**src/rtl/sysctl_pkg.sv**
```systemverilog
package sysctl_pkg;

  localparam int DATA_W      = 32;
  localparam int NUM_STORE   = 14;
  localparam int IDX_SYS     = 0;
  localparam int IDX_CLK     = 1;
  localparam int WORD_RSTCTL = 16;
  localparam int WORD_ZERO   = 17;
  localparam int CLK_RDY_BIT = 25;

  localparam logic [DATA_W-1:0] SYS_KEEP  = 32'h0003_0000;
  localparam logic [DATA_W-1:0] SYS_FORCE = 32'h0000_1002;

  // Reset-control bit positions (decoded by the peripherals)
  localparam int RB_DMA   = 0;
  localparam int RB_WDT   = 1;
  localparam int RB_GPIO0 = 2;
  localparam int RB_GPIO1 = 3;
  localparam int RB_TMR0  = 5;
  localparam int RB_UART0 = 11;
  localparam int RB_UART1 = 12;
  localparam int RB_SPI   = 14;
  localparam int RB_I2C   = 16;
  localparam int RB_RTC   = 17;
  localparam int RB_TRNG  = 24;
  localparam int RB_ACC   = 25;
  localparam int RB_ADC   = 26;
  localparam int RB_UART2 = 28;
  localparam int RB_SOFT  = 29;
  localparam int RB_GROUP = 30;
  localparam int RB_SYS   = 31;

  function automatic logic [DATA_W-1:0] reset_value(int idx);
    case (idx)
      0:       return 32'h0002_1002;
      1:       return 32'h3E14_0008;
      2:       return 32'h0003_F000;
      4, 5:    return 32'hFFFF_FFFF;
      6:       return 32'h0000_0005;
      9:       return 32'h0000_00A1;
      default: return '0;
    endcase
  endfunction

  function automatic logic [DATA_W-1:0] filter_write(int idx, logic [DATA_W-1:0] d);
    if (idx == IDX_SYS)      return (d & SYS_KEEP) | SYS_FORCE;
    else if (idx == IDX_CLK) return d | (32'd1 << CLK_RDY_BIT);
    else                     return d;
  endfunction

endpackage

```
**src/rtl/sysctl_decode.sv**
```systemverilog
module sysctl_decode
  import sysctl_pkg::*;
#(
  parameter int ADDR_W = 10,
  parameter int NSTORE = NUM_STORE
) (
  input  logic              sel,
  input  logic              wr,
  input  logic [ADDR_W-1:0] addr,
  output logic [NSTORE-1:0] store_we,
  output logic [NSTORE-1:0] store_rd,
  output logic              rstctl_we,
  output logic              zero_we
);
  localparam int WORD_W = ADDR_W - 2;

  logic [WORD_W-1:0] word;
  logic              aligned;
  logic              do_wr;
  logic              do_rd;

  assign word    = addr[ADDR_W-1:2];
  assign aligned = (addr[1:0] == 2'b00);
  assign do_wr   = sel & wr & aligned;
  assign do_rd   = sel & ~wr & aligned;

  for (genvar i = 0; i < NSTORE; i++) begin : g_dec
    assign store_we[i] = do_wr & (word == WORD_W'(i));
    assign store_rd[i] = do_rd & (word == WORD_W'(i));
  end

  assign rstctl_we = do_wr & (word == WORD_W'(WORD_RSTCTL));
  assign zero_we   = do_wr & (word == WORD_W'(WORD_ZERO));

endmodule

```
**src/rtl/sysctl_store.sv**
```systemverilog
module sysctl_store
  import sysctl_pkg::*;
#(
  parameter int NSTORE = NUM_STORE
) (
  input  logic                         clk,
  input  logic                         rst_n,
  input  logic [NSTORE-1:0]            we,
  input  logic [DATA_W-1:0]            wdata,
  output logic [NSTORE-1:0][DATA_W-1:0] q
);

  for (genvar i = 0; i < NSTORE; i++) begin : g_reg
    logic [DATA_W-1:0] q_nxt;

    always_comb begin
      q_nxt = q[i];
      if (we[i]) q_nxt = filter_write(i, wdata);
    end

    always_ff @(posedge clk or negedge rst_n) begin
      if (!rst_n)     q[i] <= reset_value(i);
      else if (we[i]) q[i] <= q_nxt;
    end
  end

  assert_sys_mask_R3: assert property (@(posedge clk) disable iff (!rst_n)
    we[IDX_SYS] |=> (q[IDX_SYS][17:16] == $past(wdata[17:16])) && q[IDX_SYS][12]
                    && q[IDX_SYS][1] && (q[IDX_SYS][15:13] == 3'b000));

  assert_clk_ready_R4: assert property (@(posedge clk) disable iff (!rst_n)
    we[IDX_CLK] |=> q[IDX_CLK][CLK_RDY_BIT]);

  assert_hold_R2: assert property (@(posedge clk) disable iff (!rst_n)
    (we == '0) |=> $stable(q));

endmodule

```
**src/rtl/sysctl_pulse_gen.sv**
```systemverilog
module sysctl_pulse_gen
  import sysctl_pkg::*;
#(
  parameter int RST_W     = 29,
  parameter int NUM_BANKS = 4
) (
  input  logic                 clk,
  input  logic                 rst_n,
  input  logic                 rstctl_we,
  input  logic                 zero_we,
  input  logic [DATA_W-1:0]    wdata,
  output logic [RST_W-1:0]     periph_rst,
  output logic                 sys_rst_req,
  output logic [NUM_BANKS-1:0] zero_req
);
  localparam logic [DATA_W-1:0] GROUP_FULL =
      (32'd1 << RB_DMA)   | (32'd1 << RB_WDT)   | (32'hF << RB_TMR0) |
      (32'd1 << RB_UART0) | (32'd1 << RB_UART1) | (32'd1 << RB_UART2) |
      (32'd1 << RB_SPI)   | (32'd1 << RB_I2C)   | (32'd1 << RB_RTC)  |
      (32'd1 << RB_TRNG)  | (32'd1 << RB_ACC)   | (32'd1 << RB_ADC);
  localparam logic [DATA_W-1:0] SOFT_FULL =
      (GROUP_FULL & ~(32'd1 << RB_WDT)) | (32'd1 << RB_GPIO0) | (32'd1 << RB_GPIO1);
  localparam logic [RST_W-1:0] GROUP_MASK = GROUP_FULL[RST_W-1:0];
  localparam logic [RST_W-1:0] SOFT_MASK  = SOFT_FULL[RST_W-1:0];

  logic [RST_W-1:0]     rst_nxt;
  logic                 sys_nxt;
  logic [NUM_BANKS-1:0] zero_nxt;

  always_comb begin
    rst_nxt  = '0;
    sys_nxt  = 1'b0;
    zero_nxt = '0;
    if (rstctl_we) begin
      sys_nxt = wdata[RB_SYS];
      rst_nxt = wdata[RST_W-1:0];
      if (wdata[RB_GROUP]) rst_nxt = GROUP_MASK;
      if (wdata[RB_SOFT])  rst_nxt = SOFT_MASK;
    end
    if (zero_we) zero_nxt = wdata[NUM_BANKS-1:0];
  end

  always_ff @(posedge clk or negedge rst_n) begin
    if (!rst_n) begin
      periph_rst  <= '0;
      sys_rst_req <= 1'b0;
      zero_req    <= '0;
    end else begin
      periph_rst  <= rst_nxt;
      sys_rst_req <= sys_nxt;
      zero_req    <= zero_nxt;
    end
  end

  assert_pulse_single_R5: assert property (@(posedge clk) disable iff (!rst_n)
    !rstctl_we |=> (periph_rst == '0) && !sys_rst_req);

  assert_group_R6: assert property (@(posedge clk) disable iff (!rst_n)
    (rstctl_we && wdata[RB_GROUP] && !wdata[RB_SOFT]) |=>
      periph_rst[RB_WDT] && !periph_rst[RB_GPIO0] && !periph_rst[RB_GPIO1]);

  assert_soft_wins_R7: assert property (@(posedge clk) disable iff (!rst_n)
    (rstctl_we && wdata[RB_SOFT]) |=>
      !periph_rst[RB_WDT] && periph_rst[RB_GPIO0] && periph_rst[RB_GPIO1]);

  assert_sys_req_R8: assert property (@(posedge clk) disable iff (!rst_n)
    (rstctl_we && wdata[RB_SYS]) |=> sys_rst_req);

  assert_zero_R9: assert property (@(posedge clk) disable iff (!rst_n)
    !zero_we |=> (zero_req == '0));

endmodule

```
**src/rtl/sysctl_regfile.sv**
```systemverilog
module sysctl_regfile
  import sysctl_pkg::*;
#(
  parameter int ADDR_W    = 10,
  parameter int RST_W     = 29,
  parameter int NUM_BANKS = 4
) (
  input  logic                 clk,
  input  logic                 rst_n,
  input  logic                 bus_sel,
  input  logic                 bus_wr,
  input  logic [ADDR_W-1:0]    bus_addr,
  input  logic [DATA_W-1:0]    bus_wdata,
  output logic [DATA_W-1:0]    bus_rdata,
  output logic                 bus_rvalid,
  output logic                 sys_rst_req,
  output logic [RST_W-1:0]     periph_rst,
  output logic [NUM_BANKS-1:0] zero_req
);
  localparam int WORD_W = ADDR_W - 2;

  // Reset synchronizer: asserts at once, releases on the second edge
  logic rst_meta;
  logic rst_sync_n;

  always_ff @(posedge clk or negedge rst_n) begin
    if (!rst_n) begin
      rst_meta   <= 1'b0;
      rst_sync_n <= 1'b0;
    end else begin
      rst_meta   <= 1'b1;
      rst_sync_n <= rst_meta;
    end
  end

  logic [NUM_STORE-1:0]             store_we;
  logic [NUM_STORE-1:0]             store_rd;
  logic                             rstctl_we;
  logic                             zero_we;
  logic [NUM_STORE-1:0][DATA_W-1:0] store_q;

  sysctl_decode #(.ADDR_W(ADDR_W), .NSTORE(NUM_STORE)) i_decode (
    .sel       (bus_sel),
    .wr        (bus_wr),
    .addr      (bus_addr),
    .store_we  (store_we),
    .store_rd  (store_rd),
    .rstctl_we (rstctl_we),
    .zero_we   (zero_we)
  );

  sysctl_store #(.NSTORE(NUM_STORE)) i_store (
    .clk   (clk),
    .rst_n (rst_sync_n),
    .we    (store_we),
    .wdata (bus_wdata),
    .q     (store_q)
  );

  sysctl_pulse_gen #(.RST_W(RST_W), .NUM_BANKS(NUM_BANKS)) i_pulse (
    .clk         (clk),
    .rst_n       (rst_sync_n),
    .rstctl_we   (rstctl_we),
    .zero_we     (zero_we),
    .wdata       (bus_wdata),
    .periph_rst  (periph_rst),
    .sys_rst_req (sys_rst_req),
    .zero_req    (zero_req)
  );

  // Read path: one-hot select of the stored words, zero elsewhere
  logic [DATA_W-1:0] rdata_nxt;
  logic              rd_accept;

  assign rd_accept = bus_sel & ~bus_wr;

  always_comb begin
    rdata_nxt = '0;
    for (int i = 0; i < NUM_STORE; i++) begin
      if (store_rd[i]) rdata_nxt = rdata_nxt | store_q[i];
    end
  end

  always_ff @(posedge clk or negedge rst_sync_n) begin
    if (!rst_sync_n) begin
      bus_rdata  <= '0;
      bus_rvalid <= 1'b0;
    end else begin
      bus_rvalid <= rd_accept;
      if (rd_accept) bus_rdata <= rdata_nxt;
    end
  end

  assert_unmapped_zero_R10: assert property (@(posedge clk) disable iff (!rst_sync_n)
    (rd_accept && ((bus_addr[1:0] != 2'b00) ||
                   (bus_addr[ADDR_W-1:2] >= WORD_W'(NUM_STORE)))) |=> (bus_rdata == '0));

  assert_misaligned_quiet_R10: assert property (@(posedge clk) disable iff (!rst_sync_n)
    (bus_sel && (bus_addr[1:0] != 2'b00)) |=>
      (periph_rst == '0) && !sys_rst_req && (zero_req == '0));

  assert_one_target_R10: assert property (@(posedge clk) disable iff (!rst_sync_n)
    $onehot0({store_we, rstctl_we, zero_we}));

  assert_rvalid_R11: assert property (@(posedge clk) disable iff (!rst_sync_n)
    rd_accept |=> bus_rvalid);

  assert_rvalid_idle_R11: assert property (@(posedge clk) disable iff (!rst_sync_n)
    !rd_accept |=> !bus_rvalid);

endmodule

```
**config.mk**
```make
export PLATFORM = sky130hd
export DESIGN_NAME = sysctl_regfile
export DESIGN_NICKNAME = d
export VERILOG_FILES = /design/src/rtl/sysctl_pkg.sv /design/src/rtl/sysctl_decode.sv /design/src/rtl/sysctl_store.sv /design/src/rtl/sysctl_pulse_gen.sv /design/src/rtl/sysctl_regfile.sv
export SDC_FILE = /design/constraint.sdc
export NUM_CORES = 1
export LEC_CHECK = 0
export BUFFER_PORTS_ARGS = -buffer_cell sky130_fd_sc_hd__buf_2
export CORE_ASPECT_RATIO = 1.2
export CORE_MARGIN = 5
export CORE_UTILIZATION = 50
export DETAILED_ROUTE_END_ITERATION = 7
export PLACE_DENSITY = 0.7
export SLEW_MARGIN = 40
export SYNTH_ARGS = -nofsm -noshare
export SYNTH_HDL_FRONTEND = slang
export SYNTH_SLANG_ARGS = --single-unit
```
**constraint.sdc**
```tcl
create_clock -name clk -period 29.9 [get_ports clk]
set_clock_uncertainty 0.2 [all_clocks]
set_input_delay 5.98 -clock clk [delete_from_list [all_inputs] [get_ports clk]]
set_output_delay 5.98 -clock clk [all_outputs]
set_load 0.005 [all_outputs]
```
==> out/results.ini <==
[power]
p_leak_nw = 11.8
vdd_drop_max_uv = 43.8
p_sw_frac = 0.233
p_int_mw = 1.04
p_sw_uw = 314
power_mw = 1.35
power_density_nw_per_um2 = 55.4
pwr-share-seq = 0.498
comb_power_share = 0.049
pwr-share-clk = 0.453

[timing]
max-slew-margin-rel = 0.388
setup_tns_ns = 0
final_hold_viol_count = 0
timing.final.max_slew_violations = 0
rsz0062_at_grt = false
fmax_mhz = 109
worst_pin_slew_ns = 0.915
setup_viol = 0
min_period_ns = 9.19
finalCritPeriodShare = 0.307

[cts]
tritoncts = built
ctsResizeCount = 0
clock_latency_ns = 0.59
numCtsBuffers = 49
cts_root_buffer = clkbuf_16
clk_pin_slew_worst_paths_ns = 0.06
cts.path.max_buffers = 3
cts_htree_levels = 2
ctsHoldBuffers = 0
cts.sinks = 486
postCtsSetupRepairBufs = 0

[floorplanning]
io_pins = 113
coreArea_um2 = 42900
rows = 83
die_h_um = 238
initial_utilization = 0.505
die_area_um2 = 47600
die_x_um = 200

[synth]
syn-cell-area_um2 = 21700
synthesis.nets = 1643
synth_edf_count = 0
synth_compound_area_frac = 0.0700
synthSimpleGateAreaFrac = 0.0524
synth_fa_ha_area_frac = 0
seq_area_frac_synth = 0.566
syn_inst = 1597
ys_ff_latch = 486
synth_warnings = 0
synthMuxAreaShare = 0.284
avgSynthCellArea_um2 = 13.6
synthXorXnorAreaFrac = 0
synth_most_common_cell = dfrtp_1
synth_commonest_cells = 403 x dfrtp_1, 389 x mux2_2, 83 x dfstp_2
synth_top_family_by_area = multiplexers
synth_area_leaders = dfrtp_1 47%, mux2_2 20%, dfstp_2 10%, mux2_1 3.6%, mux2i_1 2.4%
synth_ff_type = dfrtp_1
synthArstFlopShare = 1.00
synth_top_area_cell = dfrtp_1
yosysTopAreaCellShare = 0.465
yosysUniqueCellTypes = 59

[cells_and_area]
fin_nets = 1705
diodes = 0
area_growth_pct = 12.5
drive_above_1_share = 0.443
fin_area_um2 = 24400

[route]
ant_nets = 0
num_vias = 14300
first_pass_iters = 5
wl_um = 62100
drt_iter0_markers = 1123
drc = 0
via_per_inst = 6.34
wl_per_cell_um = 27.6

[place]
gp_congestion = 0.836
place_area_um2 = 22800
dpl.hpwl_um = 38100
port_buffers = 112

[global_routing]
grt_antenna_before_repair = 1
grt_max_degree = 89
grtUsageTotal = 0.264
grt_pass1_vias = 15300
grt_overflow_total = 0
grt_pass1_wl_um = 95600

[worst_setup_path]
start_kind = input port
arrival_ns = 9.44
crit_fanout = 40
path_class = in2reg
cp.required_ns = 30.16
crit_path_end_kind = flip-flop

[run_status]
status = finished, final reports clean

[hold_path]
holdCritPathClass = reg2async

[job]
max-cap-violations = 0

## per-stage QoR
step	instances	hold WS [ns]	utilization	setup slack, ns
6_report	2252	0.149	0.569	20.71
5_1_grt	2252	0.162	0.569	20.63
4_1_cts	2252	0.152	0.569	20.84
3_5_place_dp	2160	0.137	0.531	20.22
3_3_place_gp	2157	0.133	0.529	19.81
2_1_floorplan	1597	0.131	-	15.30
## cell usage in the layout (no fill, tap or decap), types with 5 or more instances in the layout
cell / netlist / final
nand2_2: 2 / 7
nor3_1: 15 / 14
a221oi_1: 11 / 11
mux2i_1: 53 / 53
a32o_1: 9 / 9
dfrtp_1: 403 / 402
dfstp_2: 83 / 83
clkbuf_16: 0 / 51
nor2_1: 72 / 68
inv_1: 5 / 5
mux4_2: 20 / 20
and2_1: 20 / 20
mux2_1: 70 / 70
a32oi_1: 6 / 6
a222oi_1: 10 / 10
a22o_1: 19 / 19
clkbuf_8: 0 / 12
buf_4: 2 / 33
clkinv_2: 0 / 12
o22ai_1: 8 / 8
o21ai_0: 20 / 20
o32ai_1: 7 / 7
o211ai_1: 10 / 10
a21oi_1: 20 / 20
clkbuf_1: 71 / 15
nand2b_1: 7 / 7
or3_1: 6 / 6
a22oi_1: 40 / 40
o22a_1: 7 / 7
buf_2: 44 / 110
buf_6: 0 / 5
nand2_1: 58 / 49
nand3_1: 24 / 23
a31oi_1: 15 / 15
mux2_2: 389 / 389
## critical path: stages
cell	delay [ns]
buf_4	0.41
buf_4	0.59
nor2b_4	0.78
nand2_1	0.24
nor2_4	0.48
buf_4	0.46
mux2_2	0.39
## registers in the layout, indices dropped and copies added, names as in the netlist
signal	cells
bus_rdata	32
bus_rvalid	1
i_pulse.periph_rst	29
i_pulse.sys_rst_req	1
i_pulse.zero_req	4
i_store.q	417
rst_meta	1
rst_sync_n	1
## metal layers
layer  vias up  global-route usage  share of wire
li1       5974                   -              -
met1      7501               0.350           0.40
met2       624               0.422           0.47
met3       186              0.0515          0.075
met4         2               0.124          0.050
met5         -                   0        0.00023
## final cells by class
class	instances	area, um2
fillers	3476	18500
flip-flops and latches	486	12300
multi-input cells	967	8910
clock buffers	78	1500
repair buffers	150	902
well taps	552	691
clock inverters	14	98.8
inverters	5	18.8
## path summary, 6_finish.rpt
check | startpoint | cells past startpoint | endpoint | slack, ns
max in group asynchronous | rst_n | 1 | rst_sync_n$_DFF_PN0_ | 24.43
hold reg to reg | rst_sync_n$_DFF_PN0_ | 0 | i_pulse.periph_rst[19]$_DFF_PN0_ | 0.15
setup reg to reg | rst_sync_n$_DFF_PN0_ | 4 | i_store.q[232]$_DFFE_PN0P_ | 26.39
min in group clk | rst_meta$_DFF_PN0_ | 0 | rst_sync_n$_DFF_PN0_ | 0.15
setup / recovery | bus_addr[2] | 7 | i_store.q[420]$_DFFE_PN0P_ | 20.71
hold / removal | rst_sync_n$_DFF_PN0_ | 0 | i_pulse.periph_rst[19]$_DFF_PN0_ | 0.15
## power groups by stage
stage / clock network [mW] / registers (mW) / logic (mW)
2_1_floorplan: 0 / 0.690 / 0.0297
3_3_place_gp: 0 / 0.684 / 0.0644
3_5_place_dp: 0 / 0.684 / 0.0662
4_1_cts: 0.620 / 0.672 / 0.0663
5_1_grt: 0.645 / 0.673 / 0.0715
6_report: 0.612 / 0.672 / 0.0661
## cells by family (layout without fill, tap and decap cells)
group,count (synthesis),after routing
AND/OR/NAND/NOR,233,233
multiplexers,532,532
AO/OA/AOI/OAI,201,201
other,1,1
buffers and inverters,144,247
flip-flops,486,486
Power figures use the tool's default switching activity.
